File: src/rtl/priv_mon_pkg.sv
// Shared constants and types for the privilege policy monitor.
package priv_mon_pkg;
    localparam int NRULES     = 5;
    localparam int RULE_SPR   = 0;  // group-0 special-register write outside supervisor
    localparam int RULE_ESC   = 1;  // user-to-supervisor change without exception entry
    localparam int RULE_CAUSE = 2;  // exception entry with no cause
    localparam int RULE_VEC   = 3;  // vector-region fetch outside permitted context
    localparam int RULE_DBG   = 4;  // debug register access outside supervisor

    typedef logic [NRULES-1:0] rule_vec_t;
endpackage

File: src/rtl/priv_exc_tracker.sv
// Tracks the exception window and the previous-cycle mode.
// Assumes exc_enter and exc_return are single-cycle strobes; entry wins if both occur together.
module priv_exc_tracker (
    input  logic clk,
    input  logic rst_n,
    input  logic mode_sup,
    input  logic exc_enter,
    input  logic exc_return,
    output logic exc_active,
    output logic was_user
);
    logic in_exc_q;
    logic armed_q;
    logic prev_sup_q;

    // Registers the exception window, the post-reset arming flag and the last mode.
    always_ff @(posedge clk) begin
        prev_sup_q <= mode_sup;
        if (!rst_n) begin
            in_exc_q <= 1'b0;
            armed_q  <= 1'b0;
        end else begin
            in_exc_q <= exc_enter | (in_exc_q & ~exc_return);
            armed_q  <= 1'b1;
        end
    end

    // The window includes both the entry cycle and the return cycle.
    always_comb exc_active = in_exc_q | exc_enter;

    // Previous mode counts only after the first cycle following reset.
    always_comb was_user = armed_q & ~prev_sup_q;
endmodule

File: src/rtl/priv_rule_eval.sv
// Combinational evaluation of all privilege rules for the current cycle.
// Assumes inputs are stable around the sampling edge; produces one violation bit per rule.
module priv_rule_eval
    import priv_mon_pkg::*;
#(
    parameter int             AW       = 32,
    parameter int             GW       = 5,
    parameter int             NCAUSE   = 4,
    parameter logic [AW-1:0]  VEC_BASE = '0,
    parameter logic [AW-1:0]  VEC_SIZE = AW'('h2000)
) (
    input  logic              mode_sup,
    input  logic              exc_enter,
    input  logic [NCAUSE-1:0] exc_cause,
    input  logic              exc_active,
    input  logic              was_user,
    input  logic              spr_wr,
    input  logic [GW-1:0]     spr_group,
    input  logic              fetch_valid,
    input  logic [AW-1:0]     fetch_addr,
    input  logic              dbg_access,
    output rule_vec_t         viol
);
    logic [AW-1:0] vec_offset;
    logic          in_vec;

    // Offset comparison keeps the range test free of a lower-bound compare.
    always_comb begin
        vec_offset = fetch_addr - VEC_BASE;
        in_vec     = vec_offset < VEC_SIZE;
    end

    // One violation term per rule.
    always_comb begin
        viol             = '0;
        viol[RULE_SPR]   = spr_wr & (spr_group == '0) & ~mode_sup;
        viol[RULE_ESC]   = was_user & mode_sup & ~exc_enter;
        viol[RULE_CAUSE] = exc_enter & ~(|exc_cause);
        viol[RULE_VEC]   = fetch_valid & in_vec & ~mode_sup & ~exc_active;
        viol[RULE_DBG]   = dbg_access & ~mode_sup;
    end
endmodule

File: src/rtl/priv_sticky_flags.sv
// One sticky flag per rule, cleared only by synchronous reset.
module priv_sticky_flags #(
    parameter int N = 5
) (
    input  logic         clk,
    input  logic         rst_n,
    input  logic [N-1:0] set_in,
    output logic [N-1:0] flags
);
    for (genvar i = 0; i < N; i++) begin : g_flag
        // Latch the violation for rule i until reset.
        always_ff @(posedge clk) begin
            if (!rst_n) flags[i] <= 1'b0;
            else if (set_in[i]) flags[i] <= 1'b1;
        end
    end
endmodule

File: src/rtl/priv_policy_monitor.sv
// Top of the privilege policy monitor: tracker, rule evaluation and sticky flags.
// Assumes only architectural signals of the observed processor; drives nothing back.
module priv_policy_monitor
    import priv_mon_pkg::*;
#(
    parameter int             AW       = 32,
    parameter int             GW       = 5,
    parameter int             NCAUSE   = 4,
    parameter logic [AW-1:0]  VEC_BASE = '0,
    parameter logic [AW-1:0]  VEC_SIZE = AW'('h2000)
) (
    input  logic              clk,
    input  logic              rst_n,
    input  logic              mode_sup,
    input  logic              exc_enter,
    input  logic [NCAUSE-1:0] exc_cause,
    input  logic              exc_return,
    input  logic              spr_wr,
    input  logic [GW-1:0]     spr_group,
    input  logic              fetch_valid,
    input  logic [AW-1:0]     fetch_addr,
    input  logic              dbg_access,
    output logic [NRULES-1:0] rule_fail,
    output logic              alarm
);
    logic      exc_active;
    logic      was_user;
    rule_vec_t viol;

    priv_exc_tracker u_track (
        .clk        (clk),
        .rst_n      (rst_n),
        .mode_sup   (mode_sup),
        .exc_enter  (exc_enter),
        .exc_return (exc_return),
        .exc_active (exc_active),
        .was_user   (was_user)
    );

    priv_rule_eval #(
        .AW(AW), .GW(GW), .NCAUSE(NCAUSE), .VEC_BASE(VEC_BASE), .VEC_SIZE(VEC_SIZE)
    ) u_eval (
        .mode_sup    (mode_sup),
        .exc_enter   (exc_enter),
        .exc_cause   (exc_cause),
        .exc_active  (exc_active),
        .was_user    (was_user),
        .spr_wr      (spr_wr),
        .spr_group   (spr_group),
        .fetch_valid (fetch_valid),
        .fetch_addr  (fetch_addr),
        .dbg_access  (dbg_access),
        .viol        (viol)
    );

    priv_sticky_flags #(.N(NRULES)) u_flags (
        .clk    (clk),
        .rst_n  (rst_n),
        .set_in (viol),
        .flags  (rule_fail)
    );

    // Aggregate alarm.
    always_comb alarm = |rule_fail;
endmodule

File: config.mk
export PLATFORM = sky130hd
export DESIGN_NAME = priv_policy_monitor
export DESIGN_NICKNAME = d
export VERILOG_FILES = /design/src/rtl/priv_mon_pkg.sv /design/src/rtl/priv_exc_tracker.sv /design/src/rtl/priv_rule_eval.sv /design/src/rtl/priv_sticky_flags.sv /design/src/rtl/priv_policy_monitor.sv
export SDC_FILE = /design/constraint.sdc
export NUM_CORES = 1
export LEC_CHECK = 0
export ABC_AREA = 1
export ABC_CLOCK_PERIOD_IN_PS = 1500
export BUFFER_PORTS_ARGS = -buffer_cell sky130_fd_sc_hd__buf_2
export CELL_PAD_IN_SITES_DETAIL_PLACEMENT = 1
export CELL_PAD_IN_SITES_GLOBAL_PLACEMENT = 2
export CORE_AREA = 2 2 77 50
export DETAILED_ROUTE_END_ITERATION = 6
export DIE_AREA = 0 0 79 52
export PLACE_DENSITY_LB_ADDON = 0.1
export SETUP_SLACK_MARGIN = 0.05
export SLEW_MARGIN = 20
export SYNTH_ARGS = -nofsm -noshare
export SYNTH_HDL_FRONTEND = slang
export SYNTH_SLANG_ARGS = --single-unit
File: constraint.sdc
create_clock -name clk -period 1.5 [get_ports clk]
set_input_delay 0.15 -clock clk [delete_from_list [all_inputs] [get_ports clk]]
set_output_delay 0.15 -clock clk [all_outputs]
set_load 0.01 [all_outputs]
==> results by group, run 1 <==
STA
  • Setup ws final: 0.347 ns
  • Final worst-path cycle share: 0.769
  • Unrepaired setup endpoints after global routing: false
  • Worst-margin pin slew: 0.230 ns
  • Pins Over Slew Limit: 0
  • Worst rel slew slack: 0.847
  • Final hold slack: 0.0379 ns
  • Clock Skew: 0.0000912 ns
  • Final min period: 1.15 ns
  • Setup violators final: 0
  • Final Hold Fails: 0
  • Setup tns final: 0 ns
  • Maximum clock frequency: 867 MHz

Hold path
  • Worst hold path type: primary input to register

Layout
  • P&R area growth vs syn: 85.0%
  • Nets: 150
  • N_diodes: 0
  • Final Non-Filler Cells: 146
  • Post-route cell area: 664 µm²
  • Layout cells sized above 1: 0.455

Floorplan
  • Die footprint: 4110 µm²
  • # IOs: 55
  • Starting density of the core: 0.104
  • Die Width: 79 µm
  • Core Footprint: 3450 µm²
  • Chip height: 52 µm
  • Site Rows: 17

Synthesis
  • Register area share after synthesis: 0.446
  • Ys flop type: dfxtp_1
  • Simple-gate area share of the yosys netlist: 0.380
  • Xor and xnor fraction of the mapped netlist area: 0
  • Mux cell area share after synthesis: 0
  • Number of synthesized register bits: 8
  • Area leader, netlist: dfxtp_1
  • Synthesized net count: 104
  • Complex-gate fraction of the synthesized area: 0.101
  • Commonest cells post-synth: 23 x nor2_1, 8 x dfxtp_1, 7 x inv_1, 6 x nand2_1
  • Number of flops mapped to enable cells by yosys: 0
  • Count of different cell masters after synthesis: 10
  • Cells after synthesis: 55
  • Post-synth design cell area: 359 µm²
  • Synth Warn #: 0
  • Synth area leaders: dfxtp_1 45%, nor2_1 24%, inv_1 7.3%, nand2_1 6.3%, a21oi_1 4.2%
  • Yosys top cell area share: 0.446
  • Async S/R FF share, synth: 0
  • Synth Area per Inst: 6.53 µm²
  • Adder-cell share of the synthesized area: 0
  • Combinational family with the most area after synthesis: simple AND/OR/NAND/NOR gates
  • Most frequent cell after synthesis: nor2_1

Routing
  • DRC Markers: 0
  • Metal-1 WL: 588 µm
  • Uppermost layer routed: met4
  • WL met3: 154 µm
  • Metal2 WL: 548 µm
  • Drt pass-1 iters: 3
  • Drt wl/cell: 8.87 µm
  • Drt via density: 3.33
  • Initial DRC count: 12
  • Routed Antenna Nets: 0
  • Routed WL: 1300 µm
  • DR vias: 486

Clock tree
  • Total CTS buffers: 3
  • CTS-repair resized insts: 0
  • CTS root buf: clkbuf_8
  • Clock slew at reported path FFs: 0.04 ns
  • Hold Buf Count CTS: 0
  • CTS tree: yes
  • Max clock buf depth: 2
  • Clk_lat worst skew: 0.23 ns
  • Num Clock Sinks: 8
  • CTS H-Tree Depth: 1
  • Setup Buffers After CTS: 0

Place
  • Port Buf Inserts: 41
  • GP Congestion: 0.623
  • Setup Slack @ Placement: 0.572 ns
  • Placement Cell Area: 623 µm²
  • Placed insts: 143

Global routing
  • Gr usage total: 0.0684
  • Initial antenna violation count: 0
  • First-pass GRT wire length: 2070 µm
  • Vias in the first global route: 459
  • Largest net degree at the start of global routing: 7
  • Grt total ovfl: 0

Pwr
  • Power Dens Cells: 854 nW/µm²
  • Static Leak: 0.346 nW
  • Worst ir drop on vdd: 0.259 mV

Critical path
  • CP Class: register to output port
  • CP top delay family: flip-flops
  • Critical Path RT: 1.35 ns
  • CP Launch Type: register
  • CP max stage cell: dfxtp_1
  • CP bufs+invs: 1
  • Arr. time, crit path: 1.00 ns
  • Critical path capture point type: output port
  • Worst path cell trace: nor3_1 > nand3_1 > buf_2
  • R2R setup slack: 0.67 ns
  • Critical Path Fanout Max: 3
  • CP max stage delay: 0.31 ns

Flow run
  • Max cap viols: 0

Run status
  • Outcome: completed
cell usage in the layout, fill, tap and decap left out:
cell type	count
buf_2	41
nor2_1	23
dfxtp_1	8
inv_1	7
nand2_1	6
nand3_1	3
a21oi_1	3
clkbuf_8	3
a31oi_1	2
nor3_1	1
nor3b_1	1
a21oi_2	1
worst paths after layout:
path | depth (start not counted) | start | endpoint
worst min-delay path | 1 | rst_n | u_track.armed_q
worst min register to register | 2 | u_flags.flags[2] | u_flags.flags[2]
worst max-delay path | 3 | u_flags.flags[0] | alarm
worst max register to register | 5 | u_track.in_exc_q | u_flags.flags[3]
power by group:
group          total (mW)  internal, mW  switching, mW
Sequential          0.226         0.222        0.00404
Clock               0.257         0.174         0.0834
Combinational      0.0842        0.0480         0.0362
per-stage QoR:
stage               total power [mW]  utilization
global route                   0.604        0.193
CTS                            0.577        0.193
detailed placement             0.316        0.181
floorplan                      0.257            -
global placement               0.315        0.181
finish                         0.567        0.193
layer usage:
metal | up-vias | track usage
met3 | 2 | 0.0486
met5 | - | 0
met4 | 0 | 0.0172
met1 | 209 | 0.0844
li1 | 259 | -
met2 | 16 | 0.0946
state kept, by name, indices dropped and copies added, names as in the netlist:
register            cells
u_track.in_exc_q        1
u_track.armed_q         1
u_track.prev_sup_q      1
u_flags.flags           5
cell type report:
class | count | area [µm²]
fill | 446 | 2780
timing repair buffer | 41 | 205
multi-input combinational | 40 | 173
sequential | 8 | 160
tap | 47 | 58.8
clock buffer | 3 | 41.3
inverter | 7 | 26.3
logic make-up after synthesis:
logic type	Yosys count
compound gates	6
buf+inv	7
flops	8
simple gates	34
worst reg2reg max path, stage by stage, from the launching register on:
cell	delay (ns)
dfxtp_1	0.30
nor2_1	0.09
nand2_1	0.05
nor2_1	0.10
nand3_1	0.10
a21oi_2	0.12
(Power assumes the default switching activity.)
==> inputs of run 2 (changes only) <==
--- a/config.mk
+++ b/config.mk
@@ -5,14 +5,14 @@
 export SDC_FILE = /design/constraint.sdc
 export NUM_CORES = 1
 export LEC_CHECK = 0
-export ABC_AREA = 1
-export ABC_CLOCK_PERIOD_IN_PS = 1500
+export ABC_AREA = 0
+export ABC_CLOCK_PERIOD_IN_PS = 1100
 export BUFFER_PORTS_ARGS = -buffer_cell sky130_fd_sc_hd__buf_2
 export CELL_PAD_IN_SITES_DETAIL_PLACEMENT = 1
 export CELL_PAD_IN_SITES_GLOBAL_PLACEMENT = 2
-export CORE_AREA = 2 2 77 50
+export CORE_AREA = 2 2 74 48
 export DETAILED_ROUTE_END_ITERATION = 6
-export DIE_AREA = 0 0 79 52
+export DIE_AREA = 0 0 76 50
 export PLACE_DENSITY_LB_ADDON = 0.1
 export SETUP_SLACK_MARGIN = 0.05
 export SLEW_MARGIN = 20
==> constraint.sdc (replaced) <==
create_clock -name clk -period 1.1 [get_ports clk]
set_input_delay 0.11 -clock clk [delete_from_list [all_inputs] [get_ports clk]]
set_output_delay 0.11 -clock clk [all_outputs]
set_load 0.01 [all_outputs]
==> results by group, run 2 <==
Clock tree
  • CTS root buf: clkbuf_8
  • Clock slew at reported path FFs: 0.04 ns (about the same)
  • Total CTS buffers: 3 (unchanged)
  • Clk_lat worst skew: 0.23 ns (about the same)
  • Setup Buffers After CTS: 0 (unchanged)
  • CTS H-Tree Depth: 1 (unchanged)
  • Num Clock Sinks: 8 (unchanged)
  • CTS tree: yes
  • Max clock buf depth: 2 (unchanged)

Global routing
  • Vias in the first global route: 468 (+2.0%)
  • Initial antenna violation count: 0 (unchanged)
  • Largest net degree at the start of global routing: 8 (+1)
  • Global Route met3 Usage: 0.0275 (-0.0211)
  • First-pass GRT wire length: 2170 µm (+5.0%)
  • Met1 Usage GRT: 0.102 (+0.0177)
  • Gr usage total: 0.0771 (+0.00874)
  • GRT Max-Usage Layer: met1
  • Met2 GRT Util: 0.0938 (-0.000883)
  • Grt total ovfl: 0 (unchanged)

Critical path
  • R2r endpoint: u_flags.flags[3]
  • Worst path cell trace: nor3_2 > nand2_1 > buf_2
  • Critical Path RT: 0.99 ns (-0.36 ns)
  • CP max stage delay: 0.32 ns (about the same)
  • Reg2reg start: u_track.in_exc_q
  • CP startpoint: u_flags.flags[2]
  • Worst path depth: 3 (unchanged)
  • R2R setup slack: 0.18 ns (-0.49 ns)
  • CP endpoint: alarm
  • CP Class: register to output port
  • Arr. time, crit path: 0.91 ns (-0.09 ns)
  • CP Launch Type: register
  • Worst r2r path cells: 3 (-2)
  • Critical path capture point type: output port
  • CP top delay family: flip-flops
  • CP bufs+invs: 1 (unchanged)
  • CP max stage cell: dfxtp_2
  • Critical Path Fanout Max: 3 (unchanged)

Layout
  • Finished Core Util: 0.209 (+0.0161)
  • Nets: 130 (-13%)
  • Leading cell type in the layout, fill and taps excluded: buf_2
  • Layout cells sized above 1: 0.633 (+0.178)
  • Top reg by flops: u_flags.flags
  • P&R area growth vs syn: 96.2%
  • Max FFs per register: 5 (unchanged)
  • N_diodes: 0 (unchanged)
  • Leading cell types in the layout, fill and taps excluded: 41 x buf_2, 6 x dfxtp_1, 5 x nor4_1

Routing
  • DR vias: 450 (-7.4%)
  • DRC Markers: 0 (unchanged)
  • Drt wl/cell: 10.6 µm (+20%)
  • Drt via density: 3.63 (+9.0%)
  • Routed Antenna Nets: 0 (unchanged)
  • Routed WL: 1320 µm (+1.9%)
  • Drt pass-1 iters: 2 (-1)
  • Initial DRC count: 4 (-8)

Synthesis
  • Synth Area per Inst: 9.72 µm² (+49%)
  • Register area share after synthesis: 0.485 (+0.0389)
  • Count of different cell masters after synthesis: 14 (+4)
  • Synth Warn #: 0 (unchanged)
  • Post-synth design cell area: 330 µm² (-8.0%)
  • Xor and xnor fraction of the mapped netlist area: 0 (unchanged)
  • Commonest cells post-synth: 8 x dfxtp_1, 5 x nor4_1, 4 x o21a_1
  • Yosys top cell area share: 0.485 (+0.0389)
  • Adder-cell share of the synthesized area: 0 (unchanged)
  • Area leader, netlist: dfxtp_1
  • Simple-gate area share of the yosys netlist: 0.390 (+0.0104)
  • Synth area leaders: dfxtp_1 48%, nor4_1 9.5%, o21a_1 9.1%, nor2b_1 5.7%, and4bb_2 3.8%
  • Cells after synthesis: 34 (-38%)
  • Combinational family with the most area after synthesis: simple AND/OR/NAND/NOR gates
  • Most frequent cell after synthesis: dfxtp_1
  • Synthesized net count: 83 (-20%)
  • Number of synthesized register bits: 8 (unchanged)
  • Complex-gate fraction of the synthesized area: 0.125 (+0.0240)
  • Async S/R FF share, synth: 0 (unchanged)
  • Mux cell area share after synthesis: 0 (unchanged)
  • Ys flop type: dfxtp_1
  • Number of flops mapped to enable cells by yosys: 0 (unchanged)

Floorplan
  • Starting density of the core: 0.106 (+0.00224)
  • Die Width: 76 µm (-3.8%)
  • Die footprint: 3800 µm² (-7.5%)
  • Chip height: 50 µm (-3.8%)
  • # IOs: 55 (unchanged)
  • Site Rows: 16 (-1)
  • Core Footprint: 3100 µm² (-9.9%)

STA
  • Final worst-path cycle share: 0.923
  • Worst-margin pin slew: 0.284 ns (+0.0541 ns)
  • Final Hold Fails: 0 (unchanged)
  • Pins Over Slew Limit: 0 (unchanged)
  • Maximum clock frequency: 985 MHz
  • Setup tns final: 0 ns (unchanged)
  • Unrepaired setup endpoints after global routing: true
  • Setup violators final: 0 (unchanged)
  • Worst rel slew slack: 0.809 (-0.0377)
  • Final min period: 1.02 ns
  • Clock Skew: 0.00156 ns (+0.00147 ns)

Place
  • GP Congestion: 0.648 (+4.0%)
  • Dpl hpwl: 1120 µm
  • Port Buf Inserts: 41 (unchanged)

Flow run
  • Max cap viols: 0 (unchanged)

Pwr
  • Pwr Total: 0.772 mW (+36%)
  • Power Dens Cells: 1190 nW/µm² (+39%)
  • Worst ir drop on vdd: 0.271 mV (+4.7%)
  • Static Leak: 0.306 nW (-12%)

Run status
  • Outcome: completed

Hold path
  • Worst hold path type: primary input to register
run 2: cell count changes in the layout (fill, tap and decap cells not counted), sizes merged, moves of 3 or more:
cell / change
nor2: -20
inv: -7
o21a: +4
a21oi: -4
nand3: -3
nor4: +6
nand2: -3
nor2b: +3
run 2: final cells by class:
class | count | area (µm²)
fillers | 394 | 2450
repair buffers | 42 | 213
multi-input cells | 26 | 175
flip-flops and latches | 8 | 163
well taps | 45 | 56.3
clock buffers | 3 | 41.3
run 2: timing repair:
| item | 4_1_cts | 5_1_grt |
|---|---|---|
| hold buffers | 0 | 0 |
| setup endpoints to repair | 1 | 1 |
| gates resized for setup | 0 | 3 |
| pin swaps | 1 | 0 |
run 2: cell families (layout without fill, tap and decap cells):
logic type | Yosys count | count (layout)
flip-flops | 8 | 8
AND/OR/NAND/NOR | 20 | 20
buffers and inverters | 0 | 45
AO/OA/AOI/OAI | 6 | 6
run 2: through the flow:
step	setup slack [ns]	hold slack [ns]	instance area (µm²)	instances
floorplan	0.156	0.138	330	34
global placement	-0.0130	0.317	599	121
detailed placement	-0.00901	0.326	599	121
CTS	0.0565	0.0869	641	124
global route	-0.00601	0.0842	648	124
finish	0.0849	0.0775	648	124
run 2: worst min path at each step:
stage	startpoint	endpoint	slack (ns)	cells after the start
after floorplan	rst_n	u_track.armed_q	0.14	0
after global placement	mode_sup	u_track.prev_sup_q	0.32	1
after detailed placement	mode_sup	u_track.prev_sup_q	0.33	1
after CTS	mode_sup	u_track.prev_sup_q	0.09	1
after global routing	mode_sup	u_track.prev_sup_q	0.08	1
final	mode_sup	u_track.prev_sup_q	0.08	1
run 2: report_power, final:
| group | leakage, nW | total (mW) | internal [mW] | switching [mW] |
|---|---|---|---|---|
| clock network | 0.0216 | 0.353 | 0.237 | 0.116 |
| registers | 0.0669 | 0.308 | 0.303 | 0.00552 |
| logic | 0.218 | 0.111 | 0.0675 | 0.0432 |
run 2: worst register-to-register path, stage by stage, from the launching register on:
cell and delay (ns):
dfxtp_1 0.30, and4bb_2 0.29, nand4_1 0.09, o21ai_0 0.17
run 2: routing by layer:
| layer | vias to the layer above | wire length [µm] |
|---|---|---|
| met5 | - | 0 |
| met4 | 0 | 27 |
| met3 | 2 | 153 |
| met2 | 33 | 487 |
| met1 | 194 | 651 |
| li1 | 221 | - |
